$ cat src/rtl/asram_pkg.sv
`timescale 1ns/1ps
// Package: shared state encoding and cycle-rounding helpers for the
// asynchronous SRAM controller. Assumes all nanosecond limits are integers.
package asram_pkg;

    typedef enum logic [1:0] {
        ST_IDLE   = 2'd0,
        ST_READ   = 2'd1,
        ST_WTURN  = 2'd2,
        ST_WDRIVE = 2'd3
    } asram_state_e;

    // Round a time limit up to whole clock cycles, at least one.
    function automatic int ns_to_cyc(input int lim_ns, input int per_ns);
        int c;
        c = (lim_ns + per_ns - 1) / per_ns;
        if (c < 1) c = 1;
        return c;
    endfunction

    function automatic int imax(input int a, input int b);
        return (a > b) ? a : b;
    endfunction

endpackage

$ cat src/rtl/asram_seq.sv
`timescale 1ns/1ps
// Module: asram_seq
// Access sequencer. It owns the memory control pins (chip select, write
// strobe, driver enable) as flops and counts each phase in cycles.
// Assumes: the phase lengths come in already rounded and are all >= 1.
module asram_seq
    import asram_pkg::*;
#(
    parameter int RD_CYC   = 3,
    parameter int TURN_CYC = 2,
    parameter int DRV_CYC  = 2,
    parameter int CNT_W    = 2
) (
    input  logic clk,
    input  logic rst_n,
    input  logic req_valid,
    input  logic req_write,
    output logic req_ready,
    output logic accept,
    output logic capture,
    output logic mem_ce_n,
    output logic mem_we_n,
    output logic mem_dq_oe
);

    asram_state_e     state;
    logic [CNT_W-1:0] cnt;
    logic             cnt_zero;

    assign cnt_zero  = (cnt == '0);
    assign req_ready = (state == ST_IDLE);
    assign accept    = (state == ST_IDLE) && req_valid;
    assign capture   = (state == ST_READ) && cnt_zero;

    // Phase sequencing and registered control pins.
    always_ff @(posedge clk) begin
        if (!rst_n) begin
            state     <= ST_IDLE;
            cnt       <= '0;
            mem_ce_n  <= 1'b1;
            mem_we_n  <= 1'b1;
            mem_dq_oe <= 1'b0;
        end else begin
            case (state)
                ST_IDLE: begin
                    if (req_valid) begin
                        mem_ce_n <= 1'b0;
                        if (req_write) begin
                            mem_we_n <= 1'b0;
                            cnt      <= CNT_W'(TURN_CYC - 1);
                            state    <= ST_WTURN;
                        end else begin
                            cnt      <= CNT_W'(RD_CYC - 1);
                            state    <= ST_READ;
                        end
                    end
                end
                ST_READ: begin
                    if (cnt_zero) begin
                        mem_ce_n <= 1'b1;
                        state    <= ST_IDLE;
                    end else begin
                        cnt <= cnt - CNT_W'(1);
                    end
                end
                ST_WTURN: begin
                    if (cnt_zero) begin
                        mem_dq_oe <= 1'b1;
                        cnt       <= CNT_W'(DRV_CYC - 1);
                        state     <= ST_WDRIVE;
                    end else begin
                        cnt <= cnt - CNT_W'(1);
                    end
                end
                ST_WDRIVE: begin
                    if (cnt_zero) begin
                        mem_we_n  <= 1'b1;
                        mem_ce_n  <= 1'b1;
                        mem_dq_oe <= 1'b0;
                        state     <= ST_IDLE;
                    end else begin
                        cnt <= cnt - CNT_W'(1);
                    end
                end
                default: state <= ST_IDLE;
            endcase
        end
    end

    // drivers on only inside a selected write strobe.
    p_oe_in_write_r6: assert property (@(posedge clk) disable iff (!rst_n)
        mem_dq_oe |-> (!mem_we_n && !mem_ce_n));

    // drivers never switch on in the same cycle the strobe falls.
    p_oe_after_turn_r6: assert property (@(posedge clk) disable iff (!rst_n)
        $rose(mem_dq_oe) |-> $past(!mem_we_n));

    // drivers are released at the edge where the strobe rises.
    p_release_at_end_r7: assert property (@(posedge clk) disable iff (!rst_n)
        $rose(mem_we_n) |-> (!mem_dq_oe && $past(mem_dq_oe)));

    // write strobe only ever low with the chip selected.
    p_we_inside_ce_r5: assert property (@(posedge clk) disable iff (!rst_n)
        !mem_we_n |-> !mem_ce_n);

    // idle means standby.
    p_idle_standby_r2: assert property (@(posedge clk) disable iff (!rst_n)
        req_ready |-> mem_ce_n);

endmodule

$ cat src/rtl/asram_data.sv
`timescale 1ns/1ps
// Module: asram_data
// Address/data path: latches the request on accept, samples the memory
// pins on the capture strobe and issues the one-cycle response pulse.
// Assumes: accept and capture never coincide (sequencer guarantees it).
module asram_data #(
    parameter int ADDR_W = 16,
    parameter int DATA_W = 4
) (
    input  logic              clk,
    input  logic              rst_n,
    input  logic              accept,
    input  logic              capture,
    input  logic [ADDR_W-1:0] req_addr,
    input  logic [DATA_W-1:0] req_wdata,
    input  logic [DATA_W-1:0] mem_dq_in,
    output logic [ADDR_W-1:0] mem_addr,
    output logic [DATA_W-1:0] mem_dq_out,
    output logic [DATA_W-1:0] rsp_data,
    output logic              rsp_valid
);

    // Hold address and write data for the whole access; sample read data.
    always_ff @(posedge clk) begin
        if (!rst_n) begin
            mem_addr   <= '0;
            mem_dq_out <= '0;
            rsp_data   <= '0;
            rsp_valid  <= 1'b0;
        end else begin
            rsp_valid <= capture;
            if (accept) begin
                mem_addr   <= req_addr;
                mem_dq_out <= req_wdata;
            end
            if (capture) begin
                rsp_data <= mem_dq_in;
            end
        end
    end

    // the response is a single-cycle pulse.
    p_rsp_single_r4: assert property (@(posedge clk) disable iff (!rst_n)
        rsp_valid |=> !rsp_valid);

endmodule

$ cat src/rtl/asram_ctrl.sv
`timescale 1ns/1ps
// Module: asram_ctrl (top)
// Synchronous controller for an external asynchronous SRAM that has only
// chip-select and write-strobe controls. It turns the nanosecond limits
// into cycle counts and joins the sequencer with the data path.
// Assumes: integer nanosecond clock period; the bus is split into
// out/in/enable and a pad ring forms the tri-state pins.
module asram_ctrl
    import asram_pkg::*;
#(
    parameter int ADDR_W        = 16,
    parameter int DATA_W        = 4,
    parameter int CLK_PERIOD_NS = 5,
    parameter int T_RC_NS       = 15,
    parameter int T_WC_NS       = 15,
    parameter int T_PWE_NS      = 9,
    parameter int T_AW_NS       = 10,
    parameter int T_SD_NS       = 8,
    parameter int T_HZWE_NS     = 7
) (
    input  logic              clk,
    input  logic              rst_n,
    input  logic              req_valid,
    output logic              req_ready,
    input  logic              req_write,
    input  logic [ADDR_W-1:0] req_addr,
    input  logic [DATA_W-1:0] req_wdata,
    output logic              rsp_valid,
    output logic [DATA_W-1:0] rsp_data,
    output logic [ADDR_W-1:0] mem_addr,
    output logic              mem_ce_n,
    output logic              mem_we_n,
    output logic [DATA_W-1:0] mem_dq_out,
    input  logic [DATA_W-1:0] mem_dq_in,
    output logic              mem_dq_oe
);

    localparam int RD_CYC   = ns_to_cyc(T_RC_NS, CLK_PERIOD_NS);
    localparam int TURN_CYC = ns_to_cyc(T_HZWE_NS, CLK_PERIOD_NS);
    localparam int SU_CYC   = ns_to_cyc(T_SD_NS, CLK_PERIOD_NS);
    localparam int WR_CYC   = imax(imax(ns_to_cyc(T_WC_NS, CLK_PERIOD_NS),
                                        ns_to_cyc(T_PWE_NS, CLK_PERIOD_NS)),
                                   imax(ns_to_cyc(T_AW_NS, CLK_PERIOD_NS),
                                        TURN_CYC + SU_CYC));
    localparam int DRV_CYC  = WR_CYC - TURN_CYC;
    localparam int MAX_CYC  = imax(RD_CYC, imax(TURN_CYC, DRV_CYC));
    localparam int CNT_W    = $clog2(MAX_CYC + 1);

    logic accept;
    logic capture;

    asram_seq #(
        .RD_CYC   (RD_CYC),
        .TURN_CYC (TURN_CYC),
        .DRV_CYC  (DRV_CYC),
        .CNT_W    (CNT_W)
    ) u_seq (
        .clk       (clk),
        .rst_n     (rst_n),
        .req_valid (req_valid),
        .req_write (req_write),
        .req_ready (req_ready),
        .accept    (accept),
        .capture   (capture),
        .mem_ce_n  (mem_ce_n),
        .mem_we_n  (mem_we_n),
        .mem_dq_oe (mem_dq_oe)
    );

    asram_data #(
        .ADDR_W (ADDR_W),
        .DATA_W (DATA_W)
    ) u_data (
        .clk        (clk),
        .rst_n      (rst_n),
        .accept     (accept),
        .capture    (capture),
        .req_addr   (req_addr),
        .req_wdata  (req_wdata),
        .mem_dq_in  (mem_dq_in),
        .mem_addr   (mem_addr),
        .mem_dq_out (mem_dq_out),
        .rsp_data   (rsp_data),
        .rsp_valid  (rsp_valid)
    );

    // the address pins hold still while the chip stays selected.
    p_addr_steady_r3: assert property (@(posedge clk) disable iff (!rst_n)
        (!mem_ce_n && $past(!mem_ce_n)) |-> $stable(mem_addr));

    // a response only follows a selected read cycle.
    p_rsp_from_read_r4: assert property (@(posedge clk) disable iff (!rst_n)
        rsp_valid |-> $past(!mem_ce_n && mem_we_n));

    // a response never follows a write-strobe cycle.
    p_no_rsp_on_write_r8: assert property (@(posedge clk) disable iff (!rst_n)
        rsp_valid |-> $past(mem_we_n));

endmodule

$ cat config.mk
export PLATFORM = sky130hd
export DESIGN_NAME = asram_ctrl
export DESIGN_NICKNAME = d
export VERILOG_FILES = /design/src/rtl/asram_pkg.sv /design/src/rtl/asram_seq.sv /design/src/rtl/asram_data.sv /design/src/rtl/asram_ctrl.sv
export SDC_FILE = /design/constraint.sdc
export NUM_CORES = 1
export LEC_CHECK = 0
export ABC_CLOCK_PERIOD_IN_PS = 1500
export CORE_AREA = 2 2 59 61
export DETAILED_ROUTE_END_ITERATION = 8
export DIE_AREA = 0 0 61 63
export PLACE_DENSITY = 0.76
export SETUP_SLACK_MARGIN = 0.4
export SLEW_MARGIN = 5
export SYNTH_ARGS = -nofsm -noshare
export SYNTH_HDL_FRONTEND = slang
export SYNTH_SLANG_ARGS = --single-unit
$ cat constraint.sdc
create_clock -name clk -period 1.5 [get_ports clk]
set_clock_uncertainty 0.1 [all_clocks]
set_input_delay 0.375 -clock clk [delete_from_list [all_inputs] [get_ports clk]]
set_output_delay 0.375 -clock clk [all_outputs]
set_load 0.01 [all_outputs]
---- Yosys cells after proc, flatten, opt, wreduce, memory -nomap -nowiden ----
Cells that the tools add are included.
word-level totals
  register bits after elaboration ......... 32
  logic and storage cells ................. 50
operators by class
  $add $sub $neg .......................... 1
  equality and inequality tests ........... 9
  muxes and demuxes ....................... 18
  reduce and logical (&&, ||, !) cells .... 13
operator list
  kind                                                                number
  2-bit 2-to-1 mux                                                    8
  2-bit case mux with 3 select lines                                  2
  3-bit AND reduction                                                 3
  2-bit by 1-bit != test with 1-bit output, second input constant     4
  1-bit case mux with 2 select lines                                  3
  2-bit nonzero test                                                  3
  1-bit 2-to-1 mux                                                    5
  2-bit == test, second input constant                                2
  2-bit logical NOT                                                   2
  2-bit != test, second input constant                                2
  4-bit AND reduction                                                 1
  2-bit by 1-bit == test with 1-bit output, second input constant     1
  1-bit logical AND                                                   2
  2-bit AND reduction                                                 1
  2-bit OR reduction                                                  1
  2-bit by 1-bit subtractor with 2-bit output, second input constant  1

---- Depth between registers and ports, before layout ----
  depth after elaboration ................. 4
  depth in mapped cells ................... 5

---- Cells and area by module ----
From an unflattened synthesis, not the netlist that was laid out.
unflattened totals
  cell total of the unflattened synthesis .. 127
  area total of the unflattened synthesis .. 1363.8 sq um
modules (own cells, without submodules)
  module      times used  cells an instance  area each (sq um)  seq. area each (sq um)
  asram_data  1           79                 932.1              500.5
  asram_seq   1           48                 431.7              140.1

---- Worst setup path after synthesis ----
OpenSTA, ideal clock, no wires.
  path type ............................... register to register
  from .................................... reg u_seq.cnt[0]
  to ...................................... reg u_data.rsp_data[0]
  library setup time ...................... 128 ps
  arrival ................................. 1040 ps
  data required time ...................... 1272 ps
  slack ................................... 232 ps
  cell stages (with the launch flop) ...... 6
  cell sequence ........................... dfxtp_1 inv_1 ha_1 nand3b_2 mux2i_1 nor2_1
between the ends
  cells in the longest elaborated chain, start to end .. 2
RTL lines
  item                    line              text
  from (decl)             asram_seq.sv:27   logic [CNT_W-1:0] cnt;
  from (signal assigned)  asram_seq.sv:50   cnt <= CNT_W'(TURN_CYC - 1);
  from (signal assigned)  asram_seq.sv:53   cnt <= CNT_W'(RD_CYC - 1);
  from (signal assigned)  asram_seq.sv:63   cnt <= cnt - CNT_W'(1);
  2-bit logical NOT       asram_seq.sv:30   assign cnt_zero = (cnt == '0);
  1-bit logical AND       asram_seq.sv:33   assign capture = (state == ST_READ) && cnt_zero;
  to (signal assigned)    asram_data.sv:37  rsp_data <= mem_dq_in;
  to (decl)               asram_data.sv:19  output logic [DATA_W-1:0] rsp_data,
No other way between the ends.
A chain may end at the register's enable or synchronous reset.

---- Final worst setup path ----
  from .................................... reg u_seq.state[0]
  to ...................................... reg u_seq.mem_ce_n
between the ends
  cells in the longest elaborated chain, start to end .. 4
RTL lines
  item                                                                                                    line             text
  from (decl)                                                                                             asram_seq.sv:26  asram_state_e state;
  from (signal assigned)                                                                                  asram_seq.sv:38  state <= ST_IDLE;
  from (signal assigned)                                                                                  asram_seq.sv:51  state <= ST_WTURN;
  from (signal assigned)                                                                                  asram_seq.sv:54  state <= ST_READ;
  2-bit == test / 2-bit by 1-bit == test with 1-bit output (equally long branches)                        asram_seq.sv:44  case (state)
  2-bit OR reduction (no source line)                                                                     --
  2-bit by 1-bit != test with 1-bit output (no source line) / 2-bit nonzero test (equally long branches)  --
  3-bit AND reduction (no source line)                                                                    --
  to (signal assigned)                                                                                    asram_seq.sv:40  mem_ce_n <= 1'b1;
  to (signal assigned)                                                                                    asram_seq.sv:47  mem_ce_n <= 1'b0;
  to (signal assigned)                                                                                    asram_seq.sv:60  mem_ce_n <= 1'b1;
  to (decl)                                                                                               asram_seq.sv:21  output logic mem_ce_n,
Parallel ways exist; a longest one is shown, timed or not.

==> report_table.html <==
<table>
<tr><th>Metric</th><th>Value</th></tr>
<tr><th colspan="2">Yosys</th></tr>
<tr><td>Net count after synthesis</td><td>176</td></tr>
<tr><td>Simple-gate share of the synthesized area</td><td>0.201</td></tr>
<tr><td>Library cell occupying the most area in the post-synthesis netlist</td><td>dfxtp_1</td></tr>
<tr><td>Compound-gate portion of the synthesized area</td><td>0.167</td></tr>
<tr><td>Share of cell area taken by muxes after synthesis</td><td>0.0326</td></tr>
<tr><td>Fraction of the mapped netlist area in adder cells</td><td>0.0305</td></tr>
<tr><td>Number of instances in the synthesized netlist</td><td>145</td></tr>
<tr><td>Post-Synthesis Cell Area</td><td>0.00123 mm^2</td></tr>
<tr><td>Top cell type's share of synthesized area</td><td>0.521</td></tr>
<tr><td>Yosys cell types</td><td>26</td></tr>
<tr><td>Dominant combinational cell family by area after synthesis</td><td>simple AND/OR/NAND/NOR gates</td></tr>
<tr><td>Synth warn</td><td>0</td></tr>
<tr><td>Register bit total from synthesis</td><td>32</td></tr>
<tr><td>Largest cells by area after synthesis</td><td>dfxtp_1 (52%), nand2_1 (14%), a21oi_1 (10%), mux2i_1 (3.3%), ha_1 (3.1%)</td></tr>
<tr><td>Xor and xnor fraction of the mapped netlist area</td><td>0</td></tr>
<tr><td>Syn_area_per_cell</td><td>8.47 um^2</td></tr>
<tr><td>Share of synthesized area occupied by flip-flops and latches</td><td>0.521</td></tr>
<tr><th colspan="2">Timing</th></tr>
<tr><td>Worst slew slack as a fraction of its limit</td><td>0.813</td></tr>
<tr><td>Number of hold violations in the final report</td><td>0</td></tr>
<tr><td>Least-Margin Pin Slew</td><td>280 ps</td></tr>
<tr><td>Unrepaired setup endpoints after global routing</td><td>true</td></tr>
<tr><td>Final period utilization</td><td>0.922</td></tr>
<tr><td>Max Transition Viols Final</td><td>0</td></tr>
<tr><td>Final count of negative-setup-slack endpoints</td><td>0</td></tr>
<tr><td>Tmin final</td><td>1380 ps</td></tr>
<tr><td>Worst hold-check slack</td><td>372 ps</td></tr>
<tr><td>Max frequency</td><td>723 MHz</td></tr>
<tr><th colspan="2">Drt</th></tr>
<tr><td>DRC violation count after routing</td><td>0</td></tr>
<tr><td>Vias after detailed routing</td><td>1,382</td></tr>
<tr><td>Total detailed-routing wirelength</td><td>4.31 mm</td></tr>
<tr><td>Post-detailed-route via-to-cell ratio</td><td>5.01</td></tr>
<tr><td>Routed WL per cell</td><td>15.6 um</td></tr>
<tr><td>Iter 0 DRT Violations</td><td>99</td></tr>
<tr><td>Drt first pass iters</td><td>4</td></tr>
<tr><td>Final ANT Viol Nets</td><td>0</td></tr>
<tr><th colspan="2">Power</th></tr>
<tr><td>Maximum vdd ir drop</td><td>684 uV</td></tr>
<tr><td>Power density normalized to cell area</td><td>1050 mW/mm^2</td></tr>
<tr><td>Leakage power summed over all cells</td><td>0.00103 uW</td></tr>
<tr><td>Total power</td><td>2540 uW</td></tr>
<tr><th colspan="2">GRT</th></tr>
<tr><td>Number of antenna violations at the first check in global routing</td><td>0</td></tr>
<tr><td>First-pass GRT wire length</td><td>6.08 mm</td></tr>
<tr><td>Aggregate global routing overflow</td><td>0</td></tr>
<tr><td>Total global-route track usage</td><td>0.212</td></tr>
<tr><td>Maximum number of pins on one net before global-route repair</td><td>17</td></tr>
<tr><td>Vias in the first global route</td><td>1,355</td></tr>
<tr><th colspan="2">Layout</th></tr>
<tr><td>Post-Layout Cell Count</td><td>276</td></tr>
<tr><td>Growth of design area from synthesis to finish</td><td>96.9%</td></tr>
<tr><td>Final-layout fill cell count</td><td>233</td></tr>
<tr><td>Most frequent standard cell in the layout excluding fill and tap cells</td><td>buf_6</td></tr>
<tr><td>Area used by sequential logic in the layout</td><td>686 um^2</td></tr>
<tr><td>Commonest cells after routing, fill and taps aside</td><td>buf_6 (36), nand2_1 (30), dfxtp_2 (30)</td></tr>
<tr><td>Multi-input combinational cell area</td><td>757 um^2</td></tr>
<tr><td>Proportion of layout cells with a drive suffix above 1</td><td>0.609</td></tr>
<tr><td>Net count, final</td><td>260</td></tr>
<tr><td>Antenna cell count</td><td>0</td></tr>
<tr><td>End-of-flow core utilization</td><td>0.749</td></tr>
<tr><th colspan="2">Worst hold path</th></tr>
<tr><td>Worst-case hold path end point</td><td>u_data.mem_addr[14]$_SDFFE_PN0P_</td></tr>
<tr><td>Worst Hold Launch</td><td>u_data.mem_addr[14]$_SDFFE_PN0P_</td></tr>
<tr><td>Min-Delay Path Depth</td><td>2</td></tr>
<tr><td>Worst hold path class</td><td>flop to flop</td></tr>
<tr><th colspan="2">Worst setup path</th></tr>
<tr><td>Critical-path cell list</td><td>buf_12, or3b_4, a21o_1</td></tr>
<tr><td>Required time of the critical path</td><td>1640 ps</td></tr>
<tr><td>Cell depth of the worst flop-to-flop path</td><td>3</td></tr>
<tr><td>R2R Path Start</td><td>u_seq.state[0]$_SDFFE_PN0P_</td></tr>
<tr><td>WP data arrival</td><td>1520 ps</td></tr>
<tr><td>Delay contributed by the slowest stage of the critical path</td><td>470 ps</td></tr>
<tr><td>Worst r2r dst</td><td>u_seq.mem_ce_n$_SDFFE_PN1P_</td></tr>
<tr><td>Reg-to-reg setup timing slack</td><td>120 ps</td></tr>
<tr><td>Crit Path Category</td><td>flop to flop</td></tr>
<tr><td>Nature of the critical path endpoint</td><td>flop</td></tr>
<tr><td>Worst-path fanout max</td><td>15</td></tr>
<tr><td>Library cell contributing the largest single delay on the critical path</td><td>or3b_4</td></tr>
<tr><td>Kind of start point of the critical path</td><td>flop</td></tr>
<tr><th colspan="2">Die</th></tr>
<tr><td>Y dimension of the die</td><td>63 um</td></tr>
<tr><td>Starting utilization of the core area</td><td>0.380</td></tr>
<tr><td>Area of the placeable core</td><td>0.00323 mm^2</td></tr>
<tr><td>Width of the chip</td><td>61 um</td></tr>
<tr><td>Ports placed on the boundary</td><td>57</td></tr>
<tr><td>Core Rows</td><td>21</td></tr>
<tr><td>Area enclosed by the die boundary</td><td>0.00384 mm^2</td></tr>
<tr><th colspan="2">Clock network</th></tr>
<tr><td>Total CTS buffers</td><td>5</td></tr>
<tr><td>Hold buffers post-CTS</td><td>0</td></tr>
<tr><td>Root buffer cell</td><td>clkbuf_4</td></tr>
<tr><td>CTS tree</td><td>yes</td></tr>
<tr><td>Number of buffers on the longest clock path</td><td>2</td></tr>
<tr><td>Clock input transition at the sequential cells of the worst setup and hold paths</td><td>100 ps</td></tr>
<tr><td>Clock latency on the worst-skew pair</td><td>330 ps</td></tr>
<tr><td>H-tree level count</td><td>2</td></tr>
<tr><td>CTS sink cnt</td><td>32</td></tr>
<tr><th colspan="2">Flow run</th></tr>
<tr><td>Count of max-cap constraint violations</td><td>0</td></tr>
<tr><th colspan="2">Placement</th></tr>
<tr><td>Number of placed cells counting well taps</td><td>248</td></tr>
<tr><td>Post-DP HPWL</td><td>2.43 mm</td></tr>
<tr><td>Number of port buffers</td><td>56</td></tr>
<tr><td>Routability-driven placement congestion ratio</td><td>0.781</td></tr>
<tr><th colspan="2">Run status</th></tr>
<tr><td>Run status</td><td>finished clean</td></tr>
</table>
-- logic make-up (layout without fill, tap and decap cells) --
kind of cell	after synthesis	in the layout
AO/OA/AOI/OAI	35	35
adder cells (fa/ha/maj)	3	3
buffers and inverters	12	94
flip-flops	32	32
multiplexers	4	4
AND/OR/NAND/NOR	59	62
-- worst max-delay path by stage --
stage / start / end / slack (ps) / cells past startpoint
CTS: u_seq.state[1]$_SDFFE_PN0P_ / req_ready / 130 / 2
detailed placement: req_valid / u_data.mem_addr[9]$_SDFFE_PN0P_ / -280 / 4
finish: u_seq.state[0]$_SDFFE_PN0P_ / u_seq.mem_ce_n$_SDFFE_PN1P_ / 120 / 3
floorplan: req_valid / u_seq.mem_ce_n$_SDFFE_PN1P_ / 260 / 3
global placement: req_valid / u_seq.mem_ce_n$_SDFFE_PN1P_ / -270 / 3
global route: u_seq.state[0]$_SDFFE_PN0P_ / u_data.mem_addr[0]$_SDFFE_PN0P_ / 80 / 6
-- where the power goes --
part | switching (uW) | internal [uW]
Combinational | 390 | 488
Sequential | 70.0 | 952
Clock | 296 | 349
-- sequential cells by signal, indices dropped and copies added, names as in the netlist --
| signal | cells |
|---|---|
| u_data.rsp_valid | 1 |
| u_seq.mem_ce_n | 1 |
| u_data.mem_addr | 16 |
| u_seq.cnt | 2 |
| u_seq.state | 2 |
| u_seq.mem_we_n | 1 |
| u_data.mem_dq_out | 4 |
| u_seq.mem_dq_oe | 1 |
| u_data.rsp_data | 4 |
-- synth_stat cells --
cell type / n
o21ai_0: 1
clkbuf_1: 2
nor2_1: 9
nand2_1: 45
nor3b_1: 1
nor2b_1: 1
a21o_1: 1
a221oi_1: 1
o21a_1: 1
o32ai_1: 1
dfxtp_1: 32
clkinv_1: 1
buf_2: 5
a211oi_1: 1
buf_6: 1
or3b_4: 1
inv_1: 3
a2bb2oi_1: 1
o221a_2: 1
o31a_1: 1
nand3b_2: 1
mux2i_1: 4
nand3b_1: 1
a31oi_1: 1
a21oi_1: 25
ha_1: 3
-- final cells by class --
cell class,count,area share
repair buffers,82,0.342
clock inverters,2,0.0145
flip-flops and latches,32,0.283
clock buffers,6,0.0171
multi-input cells,104,0.313
inverters,4,0.00620
well taps,46,0.0238
-- critical path, delay by kind of cell (launching register included) --
family	cells	cell delay, ps
AND/OR/NAND/NOR	1	470
flip-flops	1	380
buffers and inverters	1	150
AO/OA/AOI/OAI	1	190
-- per-stage QoR --
step	TNS (ps)	instance area (um^2)	setup WS [ps]
6_report	0	2420	118
4_1_cts	0	2170	130
3_3_place_gp	-5590	1930	-267
2_1_floorplan	0	1290	256
5_1_grt	0	2420	78.9
3_5_place_dp	-5940	1930	-280
-- per-layer routing --
metal | global-route usage | vias to the layer above | part of all wire
met4 | 0.0815 | 0 | 0.026
met1 | 0.226 | 658 | 0.38
met2 | 0.378 | 58 | 0.54
met3 | 0.0621 | 11 | 0.060
met5 | 0 | - | 0
li1 | - | 655 | -
-- what timing repair did --
item | 4_1_cts | 5_1_grt
pin swaps | 4 | 24
buffers inserted | 5 | 10
resized for setup | 184 | 47
setup endpoints to repair | 61 | 60
cloned | 3 | 2
(Power assumes the default switching activity.)
